[src/rtl/picPkg.sv]
package picPkg;
  typedef struct packed {
    logic ackTake;
    logic eoiTake;
    logic maskLoad;
  } picStrobes_t;
endpackage

[src/rtl/picPrioPick.sv]
module picPrioPick #(
  parameter int WIDTH = 8,
  localparam int IDX_W = (WIDTH > 1) ? $clog2(WIDTH) : 1
) (
  input  logic [WIDTH-1:0] reqVec,
  output logic             anyHit,
  output logic [IDX_W-1:0] hitIdx,
  output logic [WIDTH-1:0] hitOneHot
);
  always_comb begin
    anyHit = 1'b0;
    hitIdx = '0;
    for (int i = WIDTH - 1; i >= 0; i--) begin
      if (reqVec[i]) begin
        anyHit = 1'b1;
        hitIdx = IDX_W'(i);
      end
    end
  end

  for (genvar gi = 0; gi < WIDTH; gi++) begin : g_onehot
    if (gi == 0) begin : g_top
      assign hitOneHot[gi] = reqVec[gi];
    end else begin : g_rest
      assign hitOneHot[gi] = reqVec[gi] && (reqVec[gi-1:0] == '0);
    end
  end
endmodule

[src/rtl/picControl.sv]
module picControl
  import picPkg::*;
#(
  parameter int             ADDR_W    = 16,
  parameter int             DATA_W    = 8,
  parameter int             NUM_LINES = 8,
  parameter logic [15:0]    CMD_ADDR  = 16'h0020,
  parameter logic [15:0]    MASK_ADDR = 16'h0021,
  parameter logic [7:0]     EOI_CODE  = 8'h20
) (
  input  logic [ADDR_W-1:0]    ioAddr,
  input  logic                 ioWrEn,
  input  logic [DATA_W-1:0]    ioWrData,
  input  logic                 ioRdEn,
  input  logic                 intAck,
  input  logic                 reqActive,
  input  logic [NUM_LINES-1:0] maskBits,
  output picStrobes_t          strobes,
  output logic [DATA_W-1:0]    ioRdData
);
  logic hitCmd;
  logic hitMask;

  assign hitCmd  = (ioAddr == ADDR_W'(CMD_ADDR));
  assign hitMask = (ioAddr == ADDR_W'(MASK_ADDR));

  always_comb begin
    strobes          = '0;
    strobes.maskLoad = ioWrEn && hitMask;
    strobes.eoiTake  = ioWrEn && hitCmd && (ioWrData == DATA_W'(EOI_CODE));
    strobes.ackTake  = intAck && reqActive;
  end

  always_comb begin
    ioRdData = '0;
    if (ioRdEn && hitMask) begin
      ioRdData = DATA_W'(maskBits);
    end
  end
endmodule

[src/rtl/picDatapath.sv]
module picDatapath
  import picPkg::*;
#(
  parameter int          DATA_W    = 8,
  parameter int          NUM_LINES = 8,
  parameter logic [7:0]  VEC_BASE  = 8'h08,
  localparam int         IDX_W     = $clog2(NUM_LINES)
) (
  input  logic                 clk,
  input  logic                 rstN,
  input  logic [NUM_LINES-1:0] irqLines,
  input  picStrobes_t          strobes,
  input  logic [DATA_W-1:0]    ioWrData,
  output logic [NUM_LINES-1:0] maskBits,
  output logic [NUM_LINES-1:0] pendingBits,
  output logic [NUM_LINES-1:0] inServiceBits,
  output logic                 reqActive,
  output logic [DATA_W-1:0]    intVector
);
  logic [NUM_LINES-1:0] irqPrev;
  logic [NUM_LINES-1:0] candBits;
  logic [NUM_LINES-1:0] winOneHot;
  logic [NUM_LINES-1:0] svcOneHot;
  logic [NUM_LINES-1:0] riseBits;
  logic [IDX_W-1:0]     winIdx;
  logic [IDX_W-1:0]     svcIdx;
  logic                 winAny;
  logic                 svcAny;

  assign candBits = pendingBits & ~maskBits;
  assign riseBits = irqLines & ~irqPrev;

  picPrioPick #(.WIDTH(NUM_LINES)) winPick_i (
    .reqVec(candBits), .anyHit(winAny), .hitIdx(winIdx), .hitOneHot(winOneHot)
  );

  picPrioPick #(.WIDTH(NUM_LINES)) svcPick_i (
    .reqVec(inServiceBits), .anyHit(svcAny), .hitIdx(svcIdx), .hitOneHot(svcOneHot)
  );

  assign reqActive = winAny && (!svcAny || (winIdx < svcIdx));

  always_ff @(posedge clk or negedge rstN) begin
    if (!rstN) begin
      irqPrev       <= '0;
      pendingBits   <= '0;
      inServiceBits <= '0;
      maskBits      <= '1;
      intVector     <= '0;
    end else begin
      irqPrev     <= irqLines;
      pendingBits <= (pendingBits & ~(strobes.ackTake ? winOneHot : '0)) | riseBits;
      inServiceBits <= (inServiceBits & ~(strobes.eoiTake ? svcOneHot : '0))
                     | (strobes.ackTake ? winOneHot : '0);
      if (strobes.maskLoad) begin
        maskBits <= ioWrData[NUM_LINES-1:0];
      end
      if (strobes.ackTake) begin
        intVector <= DATA_W'(VEC_BASE) + DATA_W'(winIdx);
      end
    end
  end
endmodule

[src/rtl/picIntCtrl.sv]
module picIntCtrl
  import picPkg::*;
#(
  parameter int          ADDR_W    = 16,
  parameter int          DATA_W    = 8,
  parameter int          NUM_LINES = 8,
  parameter logic [15:0] CMD_ADDR  = 16'h0020,
  parameter logic [15:0] MASK_ADDR = 16'h0021,
  parameter logic [7:0]  EOI_CODE  = 8'h20,
  parameter logic [7:0]  VEC_BASE  = 8'h08
) (
  input  logic                 clk,
  input  logic                 rstN,
  input  logic [NUM_LINES-1:0] irqLines,
  input  logic [ADDR_W-1:0]    ioAddr,
  input  logic                 ioWrEn,
  input  logic [DATA_W-1:0]    ioWrData,
  input  logic                 ioRdEn,
  output logic [DATA_W-1:0]    ioRdData,
  input  logic                 intAck,
  output logic                 intReq,
  output logic [DATA_W-1:0]    intVector
);
  picStrobes_t          strobes;
  logic                 reqActive;
  logic [NUM_LINES-1:0] maskBits;
  logic [NUM_LINES-1:0] pendingBits;
  logic [NUM_LINES-1:0] inServiceBits;

  picControl #(
    .ADDR_W(ADDR_W), .DATA_W(DATA_W), .NUM_LINES(NUM_LINES),
    .CMD_ADDR(CMD_ADDR), .MASK_ADDR(MASK_ADDR), .EOI_CODE(EOI_CODE)
  ) ctrl_i (
    .ioAddr(ioAddr), .ioWrEn(ioWrEn), .ioWrData(ioWrData), .ioRdEn(ioRdEn),
    .intAck(intAck), .reqActive(reqActive), .maskBits(maskBits),
    .strobes(strobes), .ioRdData(ioRdData)
  );

  picDatapath #(
    .DATA_W(DATA_W), .NUM_LINES(NUM_LINES), .VEC_BASE(VEC_BASE)
  ) dp_i (
    .clk(clk), .rstN(rstN), .irqLines(irqLines), .strobes(strobes),
    .ioWrData(ioWrData), .maskBits(maskBits), .pendingBits(pendingBits),
    .inServiceBits(inServiceBits), .reqActive(reqActive), .intVector(intVector)
  );

  assign intReq = reqActive;
endmodule

[config.mk]
export PLATFORM = sky130hd
export DESIGN_NAME = picIntCtrl
export DESIGN_NICKNAME = d
export VERILOG_FILES = /design/src/rtl/picPkg.sv /design/src/rtl/picPrioPick.sv /design/src/rtl/picControl.sv /design/src/rtl/picDatapath.sv /design/src/rtl/picIntCtrl.sv
export SDC_FILE = /design/constraint.sdc
export NUM_CORES = 1
export LEC_CHECK = 0
export ABC_AREA = 1
export CAP_MARGIN = 25
export CORE_MARGIN = 4
export CORE_UTILIZATION = 55
export DETAILED_ROUTE_END_ITERATION = 8
export DONT_BUFFER_PORTS = 1
export PLACE_DENSITY = 0.77
export REMOVE_ABC_BUFFERS = 1
export SETUP_SLACK_MARGIN = 0.4
export SYNTH_ARGS = -nofsm -noshare
export SYNTH_HDL_FRONTEND = slang
export SYNTH_SLANG_ARGS = --single-unit
export TNS_END_PERCENT = 50
[constraint.sdc]
create_clock -name clk -period 2.05 [get_ports clk]
set_input_delay 0.41 -clock clk [delete_from_list [all_inputs] [get_ports clk]]
set_output_delay 0.41 -clock clk [all_outputs]
set_load 0.02 [all_outputs]
==> results of run 1 <==
-- final cells by class --
type	instances	area [um2]
clock inverters	3	23.8
inverters	38	143
fillers	206	688
well taps	46	57.6
repair buffers	56	484
multi-input cells	162	1020
flip-flops and latches	36	911
clock buffers	5	37.5
-- Yosys cell counts (all sizes together) --
| cell | instances |
|---|---|
| nor4 | 4 |
| nor3 | 3 |
| conb | 1 |
| a21boi | 1 |
| nor2 | 28 |
| nand3b | 1 |
| dfstp | 8 |
| inv | 38 |
| ha | 2 |
| clkbuf | 1 |
| o21ai | 9 |
| nand3 | 11 |
| o21bai | 1 |
| a21oi | 2 |
| buf | 4 |
| nor3b | 1 |
| nand4 | 10 |
| dfrtp | 28 |
| mux2 | 5 |
| o31ai | 1 |
| nand2 | 79 |
-- metrics by stage --
stage	utilization, %	hold WS (ps)	instance area [um2]	cells
floorplan	-	114	1910	236
CTS	75.6	62.9	2540	340
finish	79.5	68.5	2680	346
detailed placement	66.6	115	2240	318
global placement	66.6	115	2240	318
global route	79.5	44.8	2680	346
-- layer usage --
layer	vias to the layer above	share of wire, %
met5	-	0
met4	0	3.0
met3	20	7.4
met2	123	51
met1	920	38
li1	861	-
-- worst max-delay path by stage --
stage	startpoint	end	slack, ps
4_1_cts	dp_i.maskBits[0]	intReq	-510
2_1_floorplan	dp_i.maskBits[0]	intReq	-260
3_5_place_dp	dp_i.maskBits[3]	dp_i.pendingBits[5]	-190
6_report	dp_i.maskBits[4]	intReq	-590
3_3_place_gp	dp_i.maskBits[3]	intReq	-140
5_1_grt	dp_i.maskBits[4]	intReq	-640
-- state kept, by name (all words and copies together) (netlist names) --
| name | flops |
|---|---|
| dp_i.inServiceBits | 8 |
| dp_i.maskBits | 8 |
| dp_i.irqPrev | 8 |
| dp_i.pendingBits | 8 |
| dp_i.intVector | 4 |
-- where the power goes --
group / internal, mW / switching [mW]
logic: 0.227 / 0.338
registers: 0.787 / 0.0972
clock network: 0.135 / 0.255
total: 1.15 / 0.691
-- critical path, stage by stage, from the launching register on --
cell and delay, ps:
sky130_fd_sc_hd__dfstp_2 390, sky130_fd_sc_hd__inv_1 80, sky130_fd_sc_hd__nand2_2 80, sky130_fd_sc_hd__buf_4 140, sky130_fd_sc_hd__buf_4 150, sky130_fd_sc_hd__nand2_1 140, sky130_fd_sc_hd__nand3_1 130, sky130_fd_sc_hd__nand2_1 80
sky130_fd_sc_hd__nand2_1 100, sky130_fd_sc_hd__o21bai_1 160, sky130_fd_sc_hd__nand2_1 110, sky130_fd_sc_hd__a21boi_2 160, sky130_fd_sc_hd__buf_6 150
-- cells by family (layout without fill, tap and decap cells) --
kind of cell,after synthesis,count (layout),share of synthesized area [%]
other cells,1,4,0.194
compound gates,14,14,4.21
simple gates,137,137,34.2
fa+ha+maj,2,2,1.29
mux,5,5,3.88
flops,36,36,47.1
buf+inv,43,102,9.13
-- timing repair --
item                                   4_1_cts  5_1_grt
pin swaps                                   33       29
resized for setup                           34       24
hold buffers                                 2        0
setup endpoints to repair                   29       29
buffers inserted                            12        6
endpoints found under the hold margin       36        0
==> results.md, run 1 <==
Floorplanning:
- The floorplan step defined a die boundary enclosing around 4500 um2.
- The floorplan step defined a core boundary enclosing 3360 um2.
- The chip height is 67.3 um.
- The starting density of the core is 57.5%.
- The site row count is 21.
- Measured along the x axis, the die boundary spans 67.3 um.
- The count of boundary I/O pins is 54.

Global route:
- The via count of the first global-routing pass was between 1500 and 2000.
- The combined global-route utilization of all metal layers is approximately 25%.
- The maximum number of pins on one net before global-route repair is 37.
- The met2 routing resource usage after global routing is 43.4%.
- The total grt overflow is 0.
- The met1 routing resource usage after global routing is 30.2%.
- The first global-routing pass estimated 8380 um of wire.
- The met3 track demand over resource in global routing is 5.16%.
- The most heavily used metal layer in global routing is met2.
- The initial antenna violation count is 0.

Power and ir drop:
- The power per unit of standard cell area is 687 nW/um2.
- IR analysis of the VDD net gives a maximum drop of 0.662 mV.
- Summing internal, switching and leakage power gives roughly 1.8 mW.
- The analysis attributes to cell leakage a power of 1.38 nW.

Timing:
- After layout, the minimum clock period comes to 2640 ps.
- The max-slew violation total from the final report is 0.
- The total negative setup slack is -4320 ps.
- Based on the critical path, the design can be clocked at up to 379 MHz.
- The largest clock skew in the final design is 9.13 ps.
- The final setup slack of the worst path is -587 ps.
- Setup repair after global routing could not meet its margin everywhere.
- The ratio of final minimum period to clock period is 129%.
- The hold violation total from the final report is 0.
- The setup violation total in the final timing report is 21.

Synthesis:
- Dividing the synthesized area by the synthesized cell count gives 8.12 um2.
- The number of distinct standard cells referenced by the synthesized netlist is 30.
- The count of mapped cells out of synthesis is 238.
- sky130_fd_sc_hd__dfrtp_1 takes more of the synthesized area than any other cell.
- The number of warnings reported in the yosys synthesis log is 0.
- The post-synthesis sequential area ratio is 47.1%.
- The share of Yosys cell area claimed by the top area cell type is a little over a third.
- The summed instance area of the synthesized netlist is between 1500 and 2000 um2.
- In the post-synthesis netlist, the biggest area contributors are sky130_fd_sc_hd__dfrtp_1 36%, sky130_fd_sc_hd__nand2_1 15%, sky130_fd_sc_hd__dfstp_2 11%, sky130_fd_sc_hd__inv_1 6.8%, sky130_fd_sc_hd__nor2_1 5.0%.
- The register bit total from synthesis is 36.

Final layout:
- The net total in the final layout is 338.
- Leaving out fill and tap cells, the most frequent cell in the layout is sky130_fd_sc_hd__nand2_1.
- The repair_antennas step left the layout with diodes totalling 0.
- Leaving out fill and tap cells, the most frequent cells in the layout are 63 x sky130_fd_sc_hd__nand2_1, 41 x sky130_fd_sc_hd__buf_4, 29 x sky130_fd_sc_hd__inv_1, 28 x sky130_fd_sc_hd__dfrtp_1, 19 x sky130_fd_sc_hd__nor2_1.
- The fraction of layout instances using a drive strength above 1 is 41.7%.
- The area added between synthesis and finish is 38.4%.

Setup path:
- The destination of the worst register-to-register timing path is dp_i.inServiceBits[5].
- The path type of the worst setup path is reg2out.
- STA puts the critical path data required time at 1640 ps.
- The worst reg2reg path depth is 20.
- Along the worst path, the maximum fanout reaches 3.
- For the worst setup path, the data arrival time is between 2000 and 2500 ps.
- In this run the critical register-to-register path is launched from dp_i.maskBits[3].
- STA classifies the critical path endpoint as an output port.
- The setup slack on the worst flop-to-flop path is -570 ps.
- STA classifies the critical path startpoint as a flop.

Drt:
- The detailed-route via count is between 1500 and 2000.
- The DRC violation count after routing is 0.
- Using the TritonRoute via totals, the vias-per-cell ratio works out to 5.56.
- The number of nets with antenna violations after detailed routing is 0.
- After the first detailed-routing iteration, the DRC count stood at 237.
- Before antenna repair, the detailed router went through 5 iterations.
- The mean routed wirelength per cell is between 15 and 20 um.
- The total length of routed wires is 5910 um.

Placed design:
- The final weighted congestion in routability-driven placement is 0.841.
- The estimated wirelength of the detail-placed design is approximately 3300 um.
- During placement, the flow inserted port buffers numbering 0.
- Before CTS, the worst setup slack after placement is -194 ps.

Clock network:
- The later pin in the worst-skew pair is clocked with a latency of 350 ps.
- The master cell of the clock root buffer is sky130_fd_sc_hd__clkbuf_4.
- The clock net sink count is 36.
- TritonCTS created 5 clock buffers.
- The CTS tree is yes.
- The post-CTS clock slew at the launch and capture registers of the worst setup and hold paths is 120 ps.
- The clock passes through at most 2 buffers.
- The level count of the clock H-tree is 2.

Run:
- The number of maximum-capacitance violations is 0.

Outcome:
- The flow ran to the end, but the final reports show violations.
- The checks that failed: setup timing.

Worst hold path:
- In this run the worst hold path is classified as in2reg.
- In this run the most critical hold path is launched from irqLines[7].
- The worst hold path was traced through 0 stages.
- For hold timing, the worst endpoint is dp_i.irqPrev[7].
No activity file was read; power rests on OpenSTA's default activity.
==> run 2, diff against run 1 <==
- CORE_MARGIN: 4 -> default
- CORE_UTILIZATION: 55 -> 52
- PLACE_DENSITY: 0.77 -> 0.74
==> run 2 against run 1 <==
Net effect:
- the flow still finishes with violations (setup timing)
- sequential share of layout area is 0.87 points higher
- die area is 12% lower
- worst setup slack better by 58 ps
- count of clock-buffer cells in the layout stayed put
- maximum frequency is 2.2% higher
- clock skew is 2.1 ps lower
- clock power is 59% higher
- flip-flop and latch count stayed put
- non-clock buffer count is 5 lower
==> results.md, run 2 (same netlist as run 1, synthesis figures left out) <==
Global route:
- The initial antenna violation count came to 0 (unchanged).
- The maximum number of pins on one net before global-route repair was 37 (unchanged).
- The via count of the first global-routing pass is 1660 (-12%).
- The combined global-route utilization of all metal layers is 23.2% (-1.8 points).
- The wire length of the first global-routing pass is 7010 um (-16%).
- The total grt overflow is 0 (unchanged).

Outcome:
- The run finished, with violations left.
- The checks that failed: setup timing.

Final layout:
- The net total in the final layout is 333 (-1.5%).
- The share of the core filled with cells in the final layout is 75.8% (-3.7 points).
- The fraction of layout instances using a drive strength above 1 is 38.6% (-3.0 points).
- Leaving out fill and tap cells, the most frequent cell in the layout is sky130_fd_sc_hd__nand2_1.
- The top cell types in the final layout, fill and taps aside, are 66 x sky130_fd_sc_hd__nand2_1, 47 x sky130_fd_sc_hd__buf_4, 28 x sky130_fd_sc_hd__dfrtp_1, 27 x sky130_fd_sc_hd__inv_1, 21 x sky130_fd_sc_hd__nor2_1.
- Relative to the synthesized area, the layout overhead comes to 35.0%.
- The count of antenna diodes in the layout is 0 (unchanged).

Power and ir drop:
- The static leakage came to 1.37 nW (-0.95%).
- The final total power came to 2.00 mW (+8.9%).
- The maximum resistive drop on vdd is 0.684 mV (+3.3%).
- The power per unit of standard cell area came to 768 nW/um2 (+12%).

Setup path:
- Traced cell by cell, the critical path runs through inv_1 > nor2_2 > inv_2 > nand2_4 > inv_2 > a21oi_2 > nor2_4 > ha_1 > nand2_1 > o21bai_1 > nand2_1 > a21boi_2 > buf_6.
- The biggest fanout along the worst timing path was 4 (+1).
- The worst path arrival time was 2170 ps (-60 ps).
- The path type of the worst setup path is reg2out.
- The largest stage delay on the critical path is 380 ps (about the same).
- STA classifies the critical path startpoint as a flop.
- The worst setup path is captured at an output port.
- The worst path required time is 1640 ps (about the same).
- The slowest stage of the critical path belongs to the cell sky130_fd_sc_hd__dfrtp_1.

Placed design:
- The final weighted congestion in routability-driven placement is 0.877 (+4.3%).
- The number of buffer cells added on primary ports is 0 (unchanged).
- The estimated wirelength of the detail-placed design is 3060 um (-6.8%).

Timing:
- The shortest clock period the worst path allows after layout is 2580 ps (-58.0 ps).
- The hold violation total from the final report came to 0 (unchanged).
- The largest clock skew in the final design is 7.08 ps (-2.05 ps).
- The final setup slack of the worst path was -529 ps (+58.0 ps).
- The highest attainable clock frequency came to 388 MHz (+2.2%).
- Setup repair after global routing could not meet its margin everywhere.
- The max-slew violation total from the final report is 0 (unchanged).
- The setup violation total in the final timing report came to 21 (unchanged).
- The ratio of final minimum period to clock period is 126% (-2.8 points).
- The worst slack on hold paths was 136 ps (+67.7 ps).

Worst hold path:
- The worst hold path belongs to the class in2reg.

Clock network:
- The post-CTS clock slew at the launch and capture registers of the worst setup and hold paths is 70 ps (-50 ps).
- The cell sitting at the root of the clock tree is a sky130_fd_sc_hd__clkbuf_8.
- The CTS buffer count is 5 (unchanged).
- The clock net sink count is 36 (unchanged).
- The clock tree buffer depth is 2 (unchanged).
- TritonCTS built the clock tree.
- The level count of the clock H-tree was 2 (unchanged).
- The clock insertion delay at the later pin of the skew report is 290 ps (-60 ps).

Floorplanning:
- The count of boundary I/O pins is 54 (unchanged).
- The core region area is 3440 um2 (+2.3%).
- The horizontal die dimension is 63.0 um (-6.4%).
- The site row count is 21 (unchanged).
- The full die area came to 3970 um2 (-12%).
- The starting density of the core is 56.2% (-1.3 points).
- The chip height is 63.0 um (-6.4%).

Drt:
- The number of nets with antenna violations after detailed routing is 0 (unchanged).
- The mean routed wirelength per cell came to 13.8 um (-19%).
- The DRC violation total after the first TritonRoute iteration came to 84 (-65%).
- The routed via count divided by cell count is 5.11 (-8.1%).
- The number of iterations in the first detailed-routing pass came to 4 (-1).
- The detailed-route via count is 1743 (-9.4%).
- The DRC violation count after routing is 0 (unchanged).
- The total length of routed wires is 4720 um (-20%).

Run:
- The number of maximum-capacitance violations was 0 (unchanged).
==> run 2: cell types whose count changed in the layout (fill, tap and decap cells not counted), sizes merged <==
cell,delta
buf,-5
bufinv,+1
clkinvlp,-1
==> run 2: per-stage QoR <==
| stage | setup TNS [ps] | cells | setup slack [ps] | cell area, um2 |
|---|---|---|---|---|
| finish | -4400 | 341 | -529 | 2610 |
| global route | -6510 | 341 | -600 | 2610 |
| CTS | -3210 | 332 | -489 | 2460 |
| detailed placement | -2920 | 317 | -244 | 2230 |
| global placement | -1190 | 317 | -155 | 2230 |
| floorplan | -546 | 236 | -264 | 1910 |
==> run 2: final timing paths <==
check	from	end	slack, ps	depth (start not counted)
worst min register to register	dp_i.irqPrev[3]	dp_i.pendingBits[3]	470	3
worst min-delay path	irqLines[0]	dp_i.irqPrev[0]	140	0
min in group asynchronous	rstN	dp_i.irqPrev[3]	570	2
max in group asynchronous	rstN	dp_i.maskBits[4]	1220	2
worst max-delay path	dp_i.pendingBits[5]	intReq	-530	13
worst max register to register	dp_i.pendingBits[5]	dp_i.inServiceBits[5]	-310	17
==> run 2: power breakdown <==
group	internal (mW)	total (mW)	switching [mW]	leakage [nW]
clock network	0.360	0.621	0.261	0.0541
logic	0.223	0.517	0.294	0.917
registers	0.788	0.866	0.0784	0.399
total	1.37	2.00	0.634	1.37
==> run 2: layer usage <==
metal | share of wire [%] | vias up | wire length (um) | GRT usage, %
met5 | 0 | - | 0 | 0
met4 | 4.0 | 0 | 187 | 13.1
met3 | 4.8 | 19 | 227 | 5.29
met2 | 51 | 56 | 2400 | 39.1
met1 | 40 | 812 | 1900 | 27.0
li1 | - | 856 | - | -
==> run 2: area by class of cell <==
cell class,instances,area [um2]
clock buffers,5,68.8
fillers,249,833
repair buffers,51,405
multi-input cells,162,981
flip-flops and latches,36,911
clock inverters,3,42.5
well taps,46,57.6
inverters,38,143
==> run 2: worst max-delay path: cells and delay by family (launching register included) <==
| family | cells | cell delay, ps |
|---|---|---|
| buffers and inverters | 4 | 320 |
| DFF | 1 | 380 |
| adders and majority gates | 1 | 290 |
| AOI/OAI and AO/OA | 3 | 450 |
| and+or+nand+nor | 5 | 440 |
==> run 2: timing repair <==
item | in CTS | in global routing
cloned | 0 | 0
gates resized for setup | 16 | 23
setup endpoints to repair | 29 | 29
setup buffers | 5 | 9
pin swaps | 23 | 27
endpoints found under the hold margin | 36 | 0
hold buffers | 2 | 0
==> run 3, diff against run 2 <==
- RECOVER_POWER: default -> 25
==> run 3 against run 2 <==
Net effect:
- the run still ends with setup timing left
- register-to-register slack about the same
- first-iteration DRC count increased by 3.6%
- routed wire length is 0.57% higher
- clock power about the same
- worst setup slack gained 0.67 ps
- cell area decreased by 0.58%
- cell count unchanged
- sequential power is essentially flat
- utilization is 0.44 points lower
- maximum frequency hardly changed
- critical endpoint unchanged
==> results.md, run 3 (same netlist as run 1, synthesis figures left out) <==
Setup path:
- The worst reg2reg path depth is 17 (unchanged).
- Traced cell by cell, the critical path runs through inv_1 > nor2_2 > inv_2 > nand2_4 > inv_2 > a21oi_2 > nor2_4 > ha_1 > nand2_1 > o21bai_1 > nand2_1 > a21boi_2 > buf_6.
- The standard cell with the maximum stage delay on the critical path is sky130_fd_sc_hd__dfrtp_1.
- The number of buffers and inverters on the critical path is 4 (unchanged).
- The gate family responsible for the most delay along the worst path is compound AO/OA/AOI/OAI gates.
- The biggest fanout along the worst timing path is 4 (unchanged).
- STA classifies the critical path endpoint as an output port.
- The worst path arrival time is 2170 ps (about the same).
- The worst path required time came to 1640 ps (about the same).
- In this run the critical register-to-register path is launched from dp_i.pendingBits[5].
- The worst setup path is of the reg2out kind.
- The setup slack on the worst flop-to-flop path is -320 ps (about the same).
- The destination of the worst register-to-register timing path is dp_i.inServiceBits[5].
- The number of logic stages on the critical path including buffering came to 13 (unchanged).
- The startpoint type of the worst setup path is a flop.
- The largest stage delay on the critical path is 380 ps (about the same).

Clock network:
- The level count of the clock H-tree was 2 (unchanged).
- The CTS tree is yes.
- The clock insertion delay at the later pin of the skew report is 290 ps (about the same).
- The CTS buffer count is 5 (unchanged).
- The clock net sink count was 36 (unchanged).
- The clock tree buffer depth came to 2 (unchanged).
- The master cell of the clock root buffer is sky130_fd_sc_hd__clkbuf_8.
- The post-CTS clock slew at the launch and capture registers of the worst setup and hold paths is 70 ps (about the same).

Placed design:
- The estimated wirelength of the detail-placed design is 3060 um (unchanged).
- The number of buffer cells added on primary ports is 0 (unchanged).
- The final weighted congestion in routability-driven placement is 0.877 (unchanged).
- The pre-CTS setup slack was -244 ps (unchanged).
- The post-place instance area is 2230 um2 (unchanged).
- The number of instances in the placed design was 317 (unchanged).

Power and ir drop:
- The switching portion of total power came to 31.6% (-0.034 points).
- The static leakage is 1.37 nW (-0.38%).
- The sequential share of power is 43.3% (about the same).
- The power per unit of standard cell area came to 770 nW/um2 (+0.28%).
- The proportion of power drawn by combinational gates is 25.7% (about the same).
- The clock share of power is 31.0% (about the same).
- The maximum resistive drop on vdd came to 0.676 mV (-1.1%).
- The cell-internal power came to 1.37 mW (-0.25%).
- The net switching component of the power was 631 uW (-0.40%).

Final layout:
- The area taken by multi-input logic gates was 981 um2 (unchanged).
- The library cell used most frequently in the layout, excluding fill and tap cells, is sky130_fd_sc_hd__nand2_1.
- The number of standard cells in the final layout excluding fillers was 341 (unchanged).
- The fraction of layout instances using a drive strength above 1 is 38.6% (unchanged).
- The count of filler cells inserted in the layout is 251 (+0.80%).
- The footprint of the flip-flops and latches came to 911 um2 (unchanged).
- The share of the core filled with cells in the final layout was 75.4% (-0.44 points).
- The finished layout cell area is 2590 um2 (-0.58%).
- The area added between synthesis and finish is 34.2%.
- The top cell types in the final layout, fill and taps aside, are 66 x sky130_fd_sc_hd__nand2_1, 47 x sky130_fd_sc_hd__buf_4, 28 x sky130_fd_sc_hd__dfrtp_1, 27 x sky130_fd_sc_hd__inv_1, 21 x sky130_fd_sc_hd__nor2_1.
- The count of antenna diodes in the layout is 0 (unchanged).
- The net total in the final layout is 333 (unchanged).

Timing:
- Setup repair after global routing could not meet its margin everywhere.
- The largest clock skew in the final design came to 7.59 ps (+0.512 ps).
- The final setup slack of the worst path is -529 ps (+0.670 ps).
- The worst slew margin relative to its limit is 40.9%.
- The worst slack on hold paths is 137 ps (+0.915 ps).
- The highest attainable clock frequency was 388 MHz (about the same).
- The hold violation total from the final report was 0 (unchanged).
- The shortest clock period the worst path allows after layout came to 2580 ps (-0.670 ps).
- The max-slew violation total from the final report is 0 (unchanged).
- The ratio of final minimum period to clock period came to 126% (about the same).
- The setup violation total in the final timing report was 21 (unchanged).
- For the pin with the worst max-slew slack, the measured transition is 887 ps.

Global route:
- The wire length of the first global-routing pass came to 7010 um (unchanged).
- The met2 routing resource usage after global routing came to 39.1% (unchanged).
- The initial antenna violation count is 0 (unchanged).
- The met3 track demand over resource in global routing is 5.29% (unchanged).
- The most heavily used metal layer in global routing is met2.
- The via count of the first global-routing pass is 1660 (unchanged).
- The total grt overflow is 0 (unchanged).
- The maximum number of pins on one net before global-route repair is 37 (unchanged).
- The met1 routing resource usage after global routing was 27.0% (unchanged).
- The combined global-route utilization of all metal layers is 23.2% (unchanged).

Floorplanning:
- The horizontal die dimension is 63.0 um (unchanged).
- The count of boundary I/O pins came to 54 (unchanged).
- The chip height is 63.0 um (unchanged).
- The starting density of the core is 56.2% (unchanged).
- The full die area is 3970 um2 (unchanged).
- The core region area is 3440 um2 (unchanged).
- The site row count is 21 (unchanged).

Drt:
- The mean routed wirelength per cell is 13.9 um (+0.57%).
- The total length of routed wires is 4740 um (+0.57%).
- The detailed-route via count is 1745 (+0.11%).
- The DRC violation total after the first TritonRoute iteration came to 87 (+3.6%).
- The routed via count divided by cell count came to 5.12 (+0.11%).
- The number of iterations in the first detailed-routing pass is 4 (unchanged).
- The number of nets with antenna violations after detailed routing is 0 (unchanged).
- The DRC violation count after routing came to 0 (unchanged).

Outcome:
- The checks that failed: setup timing.
- The flow ran to the end, but the final reports show violations.

Worst hold path:
- The cell count of the worst hold path was 0 (unchanged).
- The class of the tightest hold or removal check is in2reg.
- For hold timing, the worst endpoint is dp_i.irqPrev[0].
- The worst min-delay path startpoint is irqLines[0].

Run:
- The number of maximum-capacitance violations was 0 (unchanged).
## run 3: per-layer routing
layer,routed length [um],part of all wire [%]
met1,1890,40
met5,0,0
met4,190,4.0
met2,2420,51
met3,238,5.0
## run 3: per-stage QoR
step	power (mW)	TNS (ps)
after floorplan	1.14	-546
after global placement	1.28	-1190
after detailed placement	1.29	-2920
after CTS	2.00	-3210
after global routing	2.10	-6510
final	2.00	-4420
## run 3: layout make-up
type / instances / share of cell area [%]
timing repair buffer: 51 / 15.1
sequential: 36 / 35.1
inverter: 38 / 5.50
multi-input combinational: 162 / 37.8
clock buffer: 5 / 2.65
clock inverter: 3 / 1.64
tap: 46 / 2.22
## run 3: timing repair
action | 4_1_cts | 5_1_grt
setup buffers | 5 | 9
endpoints found under the hold margin | 36 | 0
gates resized for setup | 16 | 23
endpoints found under the setup margin | 29 | 29
pin swaps | 23 | 27
hold buffers | 2 | 0
## run 3: worst max path at each step
| stage | slack [ps] | endpoint | start |
|---|---|---|---|
| final | -530 | intReq | dp_i.pendingBits[5] |
| after global routing | -600 | intReq | dp_i.pendingBits[5] |
| after CTS | -490 | intReq | dp_i.maskBits[0] |
| after detailed placement | -240 | intReq | dp_i.maskBits[2] |
| after global placement | -160 | intReq | dp_i.maskBits[2] |
| after floorplan | -260 | intReq | dp_i.maskBits[0] |
## run 3: power by group through the flow
stage	Clock, mW	Combinational [mW]	Sequential (mW)
after floorplan	0	0.268	0.869
after global placement	0	0.402	0.876
after detailed placement	0	0.411	0.879
after CTS	0.635	0.502	0.867
after global routing	0.658	0.568	0.873
final	0.619	0.513	0.866
